<file path="src/rtl/tag_guard_pkg.sv">
package tag_guard_pkg;

   typedef enum logic {
      CHK_PRECISE  = 1'b0,
      CHK_DEFERRED = 1'b1
   } chk_mode_e;

   typedef struct packed {
      logic valid;
      logic grant;
      logic fault;
      logic is_write;
   } chk_rsp_t;

endpackage

</file>
<file path="src/rtl/tg_addr_split.sv">
module tg_addr_split #(
   parameter int ADDR_W  = 64,
   parameter int KEY_LSB = 56,
   parameter int TAG_W   = 4,
   parameter int OFF_W   = 4,
   parameter int IDX_W   = 6
) (
   input  logic [ADDR_W-1:0] addr,
   output logic [TAG_W-1:0]  key,
   output logic [IDX_W-1:0]  index
);

   if (KEY_LSB + TAG_W >= ADDR_W) begin : g_bad_key
      $error("key field must leave spare top bits");
   end
   if (OFF_W + IDX_W > KEY_LSB) begin : g_bad_idx
      $error("granule index overlaps key byte");
   end

   assign key   = addr[KEY_LSB +: TAG_W];
   assign index = addr[OFF_W +: IDX_W];

   logic [ADDR_W-TAG_W-IDX_W-1:0] unused_addr_bits;
   assign unused_addr_bits = {addr[ADDR_W-1:KEY_LSB+TAG_W],
                              addr[KEY_LSB-1:OFF_W+IDX_W],
                              addr[OFF_W-1:0]};

endmodule

</file>
<file path="src/rtl/tg_tag_store.sv">
module tg_tag_store #(
   parameter int TAG_W    = 4,
   parameter int NUM_GRAN = 64,
   localparam int IDX_W   = $clog2(NUM_GRAN)
) (
   input  logic             clk,
   input  logic             rst_n,
   input  logic             wr_en,
   input  logic [IDX_W-1:0] wr_idx,
   input  logic [TAG_W-1:0] wr_tag,
   input  logic [IDX_W-1:0] rd_idx,
   output logic [TAG_W-1:0] rd_tag
);

   if ((1 << IDX_W) != NUM_GRAN) begin : g_bad_depth
      $error("granule count must be a power of two");
   end

   logic [TAG_W-1:0] tags [NUM_GRAN];

   always_ff @(posedge clk or negedge rst_n) begin
      if (!rst_n) begin
         for (int g = 0; g < NUM_GRAN; g++) tags[g] <= '0;
      end else if (wr_en) begin
         tags[wr_idx] <= wr_tag;
      end
   end

   assign rd_tag = tags[rd_idx];

   AST_TAG_WRITE: assert property (@(posedge clk) disable iff (!rst_n)
      wr_en |=> tags[$past(wr_idx)] == $past(wr_tag));

endmodule

</file>
<file path="src/rtl/tg_fault_track.sv">
module tg_fault_track
   import tag_guard_pkg::*;
#(
   parameter int ADDR_W       = 64,
   parameter int CNT_W        = 4,
   parameter bit CNT_SATURATE = 1'b1
) (
   input  logic              clk,
   input  logic              rst_n,
   input  chk_mode_e         mode,
   input  logic              req_valid,
   input  logic              req_write,
   input  logic [ADDR_W-1:0] req_addr,
   input  logic              mismatch,
   input  logic              clear,
   output chk_rsp_t          rsp,
   output logic [ADDR_W-1:0] fault_addr,
   output logic              fault_addr_valid,
   output logic              sticky,
   output logic [CNT_W-1:0]  count
);

   localparam logic [CNT_W-1:0] CNT_MAX = '1;

   if (CNT_W < 1) begin : g_bad_cnt
      $error("counter width must be positive");
   end

   logic precise_hit, deferred_hit;
   assign precise_hit  = req_valid && mismatch && (mode == CHK_PRECISE);
   assign deferred_hit = req_valid && mismatch && (mode == CHK_DEFERRED);

   always_ff @(posedge clk or negedge rst_n) begin
      if (!rst_n) begin
         rsp <= '0;
      end else begin
         rsp.valid    <= req_valid;
         rsp.grant    <= req_valid && !precise_hit;
         rsp.fault    <= precise_hit;
         rsp.is_write <= req_valid && req_write;
      end
   end

   always_ff @(posedge clk or negedge rst_n) begin
      if (!rst_n) begin
         fault_addr       <= '0;
         fault_addr_valid <= 1'b0;
      end else if (clear) begin
         fault_addr_valid <= 1'b0;
      end else if (precise_hit && !fault_addr_valid) begin
         fault_addr       <= req_addr;
         fault_addr_valid <= 1'b1;
      end
   end

   always_ff @(posedge clk or negedge rst_n) begin
      if (!rst_n)            sticky <= 1'b0;
      else if (clear)        sticky <= 1'b0;
      else if (deferred_hit) sticky <= 1'b1;
   end

   if (CNT_SATURATE) begin : g_sat
      always_ff @(posedge clk or negedge rst_n) begin
         if (!rst_n)                               count <= '0;
         else if (clear)                           count <= '0;
         else if (deferred_hit && count != CNT_MAX) count <= count + 1'b1;
      end
   end else begin : g_wrap
      always_ff @(posedge clk or negedge rst_n) begin
         if (!rst_n)            count <= '0;
         else if (clear)        count <= '0;
         else if (deferred_hit) count <= count + 1'b1;
      end
   end

   AST_FADDR_HOLD: assert property (@(posedge clk) disable iff (!rst_n)
      fault_addr_valid && !clear |=> fault_addr_valid && $stable(fault_addr));
   AST_STICKY_HOLD: assert property (@(posedge clk) disable iff (!rst_n)
      sticky && !clear |=> sticky);
   AST_CLEAR_WINS: assert property (@(posedge clk) disable iff (!rst_n)
      clear |=> !sticky && count == '0 && !fault_addr_valid);
   if (CNT_SATURATE) begin : g_sat_chk
      AST_NO_OVERFLOW: assert property (@(posedge clk) disable iff (!rst_n)
         count == CNT_MAX && !clear |=> count == CNT_MAX);
   end

endmodule

</file>
<file path="src/rtl/tag_guard.sv">
module tag_guard
   import tag_guard_pkg::*;
#(
   parameter int ADDR_W     = 64,
   parameter int KEY_LSB    = 56,
   parameter int TAG_W      = 4,
   parameter int GRAN_BYTES = 16,
   parameter int NUM_GRAN   = 64,
   parameter int CNT_W      = 4,
   localparam int OFF_W     = $clog2(GRAN_BYTES),
   localparam int IDX_W     = $clog2(NUM_GRAN)
) (
   input  logic              clk,
   input  logic              rst_n,
   input  logic              mode_deferred,
   input  logic              req_valid,
   input  logic [ADDR_W-1:0] req_addr,
   input  logic              req_write,
   input  logic              twr_valid,
   input  logic [IDX_W-1:0]  twr_index,
   input  logic [TAG_W-1:0]  twr_tag,
   input  logic              clear_faults,
   output logic              rsp_valid,
   output logic              rsp_grant,
   output logic              rsp_fault,
   output logic              rsp_is_write,
   output logic [ADDR_W-1:0] fault_addr,
   output logic              fault_addr_valid,
   output logic              async_sticky,
   output logic [CNT_W-1:0]  async_count
);

   if ((1 << OFF_W) != GRAN_BYTES) begin : g_bad_gran
      $error("granule size must be a power of two");
   end

   logic [TAG_W-1:0] key, lock;
   logic [IDX_W-1:0] gran_idx;
   chk_rsp_t         rsp;
   chk_mode_e        mode;

   assign mode = chk_mode_e'(mode_deferred);

   tg_addr_split #(.ADDR_W(ADDR_W), .KEY_LSB(KEY_LSB), .TAG_W(TAG_W),
                   .OFF_W(OFF_W), .IDX_W(IDX_W)) u_split (
      .addr (req_addr),
      .key  (key),
      .index(gran_idx)
   );

   tg_tag_store #(.TAG_W(TAG_W), .NUM_GRAN(NUM_GRAN)) u_store (
      .clk   (clk),
      .rst_n (rst_n),
      .wr_en (twr_valid),
      .wr_idx(twr_index),
      .wr_tag(twr_tag),
      .rd_idx(gran_idx),
      .rd_tag(lock)
   );

   tg_fault_track #(.ADDR_W(ADDR_W), .CNT_W(CNT_W), .CNT_SATURATE(1'b1)) u_track (
      .clk             (clk),
      .rst_n           (rst_n),
      .mode            (mode),
      .req_valid       (req_valid),
      .req_write       (req_write),
      .req_addr        (req_addr),
      .mismatch        (key != lock),
      .clear           (clear_faults),
      .rsp             (rsp),
      .fault_addr      (fault_addr),
      .fault_addr_valid(fault_addr_valid),
      .sticky          (async_sticky),
      .count           (async_count)
   );

   assign rsp_valid    = rsp.valid;
   assign rsp_grant    = rsp.grant;
   assign rsp_fault    = rsp.fault;
   assign rsp_is_write = rsp.is_write;

   AST_RSP_FOLLOWS: assert property (@(posedge clk) disable iff (!rst_n)
      req_valid |=> rsp_valid);
   AST_RSP_IDLE: assert property (@(posedge clk) disable iff (!rst_n)
      !req_valid |=> !rsp_valid && !rsp_grant);
   AST_PRECISE_BLOCK: assert property (@(posedge clk) disable iff (!rst_n)
      req_valid && !mode_deferred && key != lock |=> !rsp_grant && rsp_fault);
   AST_DEFERRED_PASS: assert property (@(posedge clk) disable iff (!rst_n)
      req_valid && mode_deferred |=> rsp_grant && !rsp_fault);
   AST_DEFERRED_NO_LATCH: assert property (@(posedge clk) disable iff (!rst_n)
      !fault_addr_valid && !(req_valid && !mode_deferred) |=> !fault_addr_valid);

endmodule

</file>
<file path="config.mk">
export PLATFORM = sky130hd
export DESIGN_NAME = tag_guard
export DESIGN_NICKNAME = d
export VERILOG_FILES = /design/src/rtl/tag_guard_pkg.sv /design/src/rtl/tg_addr_split.sv /design/src/rtl/tg_tag_store.sv /design/src/rtl/tg_fault_track.sv /design/src/rtl/tag_guard.sv
export SDC_FILE = /design/constraint.sdc
export NUM_CORES = 1
export LEC_CHECK = 0
export BUFFER_PORTS_ARGS = -buffer_cell sky130_fd_sc_hd__buf_2
export CAP_MARGIN = 20
export CORE_UTILIZATION = 59
export DETAILED_ROUTE_END_ITERATION = 6
export PLACE_DENSITY_LB_ADDON = 0.1
export SLEW_MARGIN = 30
export SYNTH_ARGS = -nofsm -noshare
export SYNTH_HDL_FRONTEND = slang
export SYNTH_SLANG_ARGS = --single-unit
</file>
<file path="constraint.sdc">
create_clock -name clk -period 3.2 [get_ports clk]
set_input_delay 0.64 -clock clk [delete_from_list [all_inputs] [get_ports clk]]
set_output_delay 0.64 -clock clk [all_outputs]
set_load 0.02 [all_outputs]
</file>
After elaboration in Yosys (flattened, before gate mapping)
Index checks and enable logic that the tools add are counted.
- register bits after elaboration: 330
- input bits: 81
- output and inout bits: 74
- logic and storage cells: 108
- add/subtract/negate cells: 1
- order comparisons: 3
- equal/unequal tests: 2
- muxes and demuxes: 12
- bitwise gates (word level): 4
- reductions and logical operators: 14
- operators by type and width (kind ; number):
    256-bit bitwise mux ; 1
    4-bit binary-select mux with 6-bit select ; 1
    4-bit demux with 6-bit select ; 1
    4-bit two-way mux ; 5
    7-bit >= comparator, second input constant ; 2
    6-bit inverter with 7-bit output ; 2
    1-bit logical AND ; 8
    7-bit by 1-bit < comparator with 1-bit output, second input constant ; 1
    2-bit nonzero test ; 3
    4-bit by 1-bit adder with 4-bit output, second input constant ; 1
    1-bit two-way mux ; 4
    4-bit inequality test ; 1
    4-bit inequality test, second input constant ; 1
    1-bit logical NOT ; 2
    1-bit inverter ; 2
    2-bit AND reduction ; 1

Depth between registers and ports, before layout
- depth in word-level cells: 10
- depth in mapped cells: 13
- mapped depth without buffers: 8

Modules after synthesis
A second synthesis with hierarchy kept.
- cell total of the unflattened synthesis: 983
- area, all modules: 15144.5 µm²
- modules (own cells, without submodules) (module ; instances ; cells an instance ; area an instance (µm²) ; sequential area each (µm²)):
    tg_tag_store ; 1 ; 797 ; 11990.2 ; 6406.1
    tg_fault_track ; 1 ; 171 ; 3037.9 ; 1851.8
    tg_addr_split ; 1 ; 10 ; 75.1 ; 0.0
    tag_guard ; 1 ; 5 ; 41.3 ; 0.0

Worst setup path after synthesis
OpenSTA, ideal clock, no wires.
- kind: input-to-reg
- start: in req_addr[4]
- end: reg u_track.fault_addr[10]
- library setup time: 0.125 ns
- arrival: 3.427 ns
- data required time: 3.075 ns
- setup slack: -0.352 ns
- stages on the path: 11
- path buffers: 4
- path through: buf_6 buf_12 buf_12 mux4_1 mux2_2 o311a_4 mux2i_4 o41ai_4 a21oi_4 buf_12 mux2_4
- cells in the longest elaborated chain, start to end: 9
- RTL lines (what ; line ; RTL):
    from (decl) ; tag_guard.sv:17 ; input logic [ADDR_W-1:0] req_addr,
    6-bit inverter with 7-bit output (implied by the code) ; tg_tag_store.sv:29 ; assign rd_tag = tags[rd_idx];
    4-bit binary-select mux with 6-bit select ; tg_tag_store.sv:29 ;
    4-bit two-way mux (implied by the code) (2 in a row) ; tg_tag_store.sv:29 ;
    4-bit inequality test ; tag_guard.sv:68 ; .mismatch (key != lock),
    1-bit logical AND (2 in a row) ; tg_fault_track.sv:30 ; assign precise_hit = req_valid && mismatch && (mode == CHK_PRECISE);
    1-bit logical AND ; tg_fault_track.sv:50 ; end else if (precise_hit && !fault_addr_valid) begin
    2-bit AND reduction (no source line) ; -- ;
    to (signal assigned) ; tg_fault_track.sv:51 ; fault_addr <= req_addr;
    to (decl) ; tg_fault_track.sv:17 ; output logic [ADDR_W-1:0] fault_addr,
No other way between the ends. The select of a mux whose other input is x is not followed.
A chain may end at the register's enable or synchronous reset.

Worst setup path in the final report
- start: in req_addr[4]
- end: reg u_track.fault_addr[13]
Same word-level chain as after synthesis.

==> qor.csv <==
stage,metric,value,unit
pwr,LEAKAGE,8.73,nW
sta,RSZ-0062 raised after global routing,yes,
route,Final ANT Viol Nets,0,
pwr,Final Power,11.5,mW
route,drt wl/cell,22.6,microns
synthesis,syn_area_per_cell,14.9,sq um
critical_path,CP max stage cell,mux4_1,
floorplanning,die area,0.0269,sq mm
critical_path,Critical Path Most Common Cell,buf_12,
clock_network,clock latency at the later pin of the worst-skew pair,0.51,ns
final_layout,Nets,1312,
final_layout,most frequent cells in the layout,"dfrtp_1, mux2_2, buf_2, mux2_4, mux2i_1",
floorplanning,die width,164,microns
pwr,worst vdd ir,520,uV
sta,Setup-failing EPs final,0,
global_routing,largest net degree at the start of global routing,78,
sta,fin crit share,98.0,%
route,WL final,35800,microns
clock_network,Clock Path Buffers,3,
flow_run,max_cap viols,0,
synthesis,top_reg_cell synth,dfrtp_1,
route,vias per cell,5.98,
sta,Worst-Margin Slew,0.649,ns
placement,gpl congestion,0.833,
route,Initial DRT Pass Iterations,5,
clock_network,CTS Root Cell,clkbuf_16,
clock_network,Setup Buffers After CTS,0,
synthesis,Netlist cell types,56,
placement,dpl cells,1522,
sta,Layout Skew,0.0137,ns
global_routing,vias in the first global route,9819,
critical_path,Worst EP arrival,3.53,ns
placement,dpl hpwl,24700,microns
outcome,outcome,finished clean,
clock_network,CTS Sinks,330,
pwr,pwr dens,635,mW/mm^2
floorplanning,core footprint,0.0255,sq mm
critical_path,Crit Path Class,in2reg,
floorplanning,num ports,155,
clock_network,Clock Pin Slew Worst Setup and Hold Paths,0.06,ns
synthesis,sequential share of the synthesized area,53.2,%
final_layout,fillers,1743,
critical_path,WP data required,3.59,ns
sta,Fin. Hold Viols,0,
route,initial DRC count,641,
critical_path,CP Capture Type,register,
route,DRC violations left,0,
synthesis,Ys Warns,0,
clock_network,TritonCTS Buffers,36,
synthesis,Mapped Area,0.0155,sq mm
critical_path,Worst setup SP type,primary input,
final_layout,layout cells sized above 1,51.0,%
floorplanning,std cell rows,58,
final_layout,Area growth syn-to-layout,16.7,%
global_routing,gr usage total,27.5,%
floorplanning,Starting Density,60.9,%
placement,Setup WS pre-CTS,-0.546,ns
global_routing,global route overflow,0,
synthesis,Synth async-reset ratio,100,%
sta,Slew HR,56.7,%
synthesis,"FF+latch count, synth",330,
critical_path,crit-path cells,buf_8 -> buf_12 -> mux4_1 -> mux4_2 -> mux2i_2 -> xnor2_1 -> o41ai_4 -> a21oi_4 -> buf_12 -> mux2_4,
clock_network,cts hold-fix bufs,0,
sta,Slew Limit Fails,0,
worst_hold_path,worst hold path type,in2async,
global_routing,antenna violations before repair,0,
synthesis,number of synthesized flops with an enable pin,0,
sta,final worst slack,0.0652,ns
sta,TNS Setup,0,ns
global_routing,first-pass GRT wire length,56300,microns
route,Via Count,9472,
final_layout,"commonest non-fill, non-tap cell in the layout",dfrtp_1,
sta,post-layout min period,3.13,ns
sta,Highest Clock Rate,319,MHz
floorplanning,Die Y,164,microns
synthesis,cells after synthesis,1043,
critical_path,Crit Path Max Fanout,26,
clock_network,CTS H-tree lvls,2,
final_layout,non-filler instance count after layout,1584,
critical_path,max incr delay on CP,0.56,ns
clock_network,CTS tree,done,
synthesis,Mapped Nets,1125,
placement,number of buffer cells added on primary ports,154,
final_layout,ANT cells,0,
==> cell usage after synthesis (7+ instances only) <==
cell type,n,area (sq um)
mux2_4,60,901
buf_6,9,101
buf_12,8,160
mux2_2,262,2950
buf_2,8,40.0
nand2b_1,8,50.1
nand2_1,47,176
clkbuf_1,32,120
nor2_1,54,203
buf_1,7,26.3
nand3_1,7,35.0
dfrtp_1,330,8260
nor2b_1,8,50.1
a21oi_1,9,45.0
mux4_1,16,420
a22oi_1,17,128
mux2i_1,58,581
mux4_2,30,676
==> per-stage QoR <==
stage / area [sq um] / util [%] / hold WS (ns)
finish: 18100 / 71.1 / 0.0762
global route: 18100 / 71.1 / 0.108
CTS: 18100 / 71.0 / 0.0923
detailed placement: 16900 / 66.2 / 0.482
global placement: 16900 / 66.2 / 0.475
floorplan: 15500 / - / 0.344
==> worst paths after layout <==
kind                       cells after the start  slack [ns]              start                     end
max reg2reg                                    9        0.15  u_store.tags[179]  u_track.fault_addr[13]
min                                            1        0.08              rst_n       u_store.tags[200]
min in group clk                               1        0.31          req_valid          u_track.rsp[3]
min reg2reg                                    1        0.49     u_track.sticky          u_track.sticky
max                                           10        0.07        req_addr[4]  u_track.fault_addr[13]
max in group asynchronous                      2        2.14              rst_n  u_track.fault_addr[28]
==> registers in the layout, indices dropped and copies added (netlist names) <==
register,flops
u_track.fault_addr,64
u_track.sticky,1
u_track.fault_addr_valid,1
u_track.rsp,4
u_track.count,4
u_store.tags,256
==> worst max-delay path: cells and delay by family <==
kind,cells,cell delay [ns]
AOI/OAI and AO/OA,2,0.62
xor gates and xnor gates,1,0.13
buffers and inverters,3,0.51
muxes,4,1.61
==> per-layer routing <==
metal / up-vias / global-route usage [%] / part of all wire [%]
met5: - / 0 / 0
met4: 0 / 6.36 / 1.9
met3: 62 / 4.49 / 6.2
met2: 292 / 44.6 / 48
met1: 4929 / 38.9 / 44
li1: 4189 / - / -
==> what timing repair did <==
action,4_1_cts,5_1_grt
resized for setup,3,6
gates cloned,0,0
endpoints found under the setup margin,56,65
pin swaps,0,2
==> logic make-up (layout without fill, tap and decap cells) <==
group           Yosys count  in the layout  synth area share, %
compound gates           50             50                 2.59
xor+xnor                 11             11                0.621
fa+ha+maj                 1              1               0.0806
buf+inv                  72            283                 3.15
flops                   330            330                 53.2
mux                     427            427                 35.8
simple gates            152            152                 4.56
==> final cells by class <==
class | instances | area, sq um | area share (%)
timing repair buffer | 216 | 1420 | 7.82
inverter | 5 | 18.8 | 0.104
tap | 330 | 413 | 2.28
sequential | 330 | 8260 | 45.6
clock buffer | 55 | 1100 | 6.10
clock inverter | 7 | 88.8 | 0.491
multi-input combinational | 641 | 6800 | 37.6
==> power breakdown <==
| part | total, mW | switching [mW] | leakage [nW] | internal (mW) |
|---|---|---|---|---|
| sequential | 5.17 | 0.347 | 4.29 | 4.83 |
| combinational | 2.15 | 1.02 | 3.85 | 1.13 |
| clock | 4.17 | 1.64 | 0.592 | 2.53 |
Power figures use the tool's default switching activity.
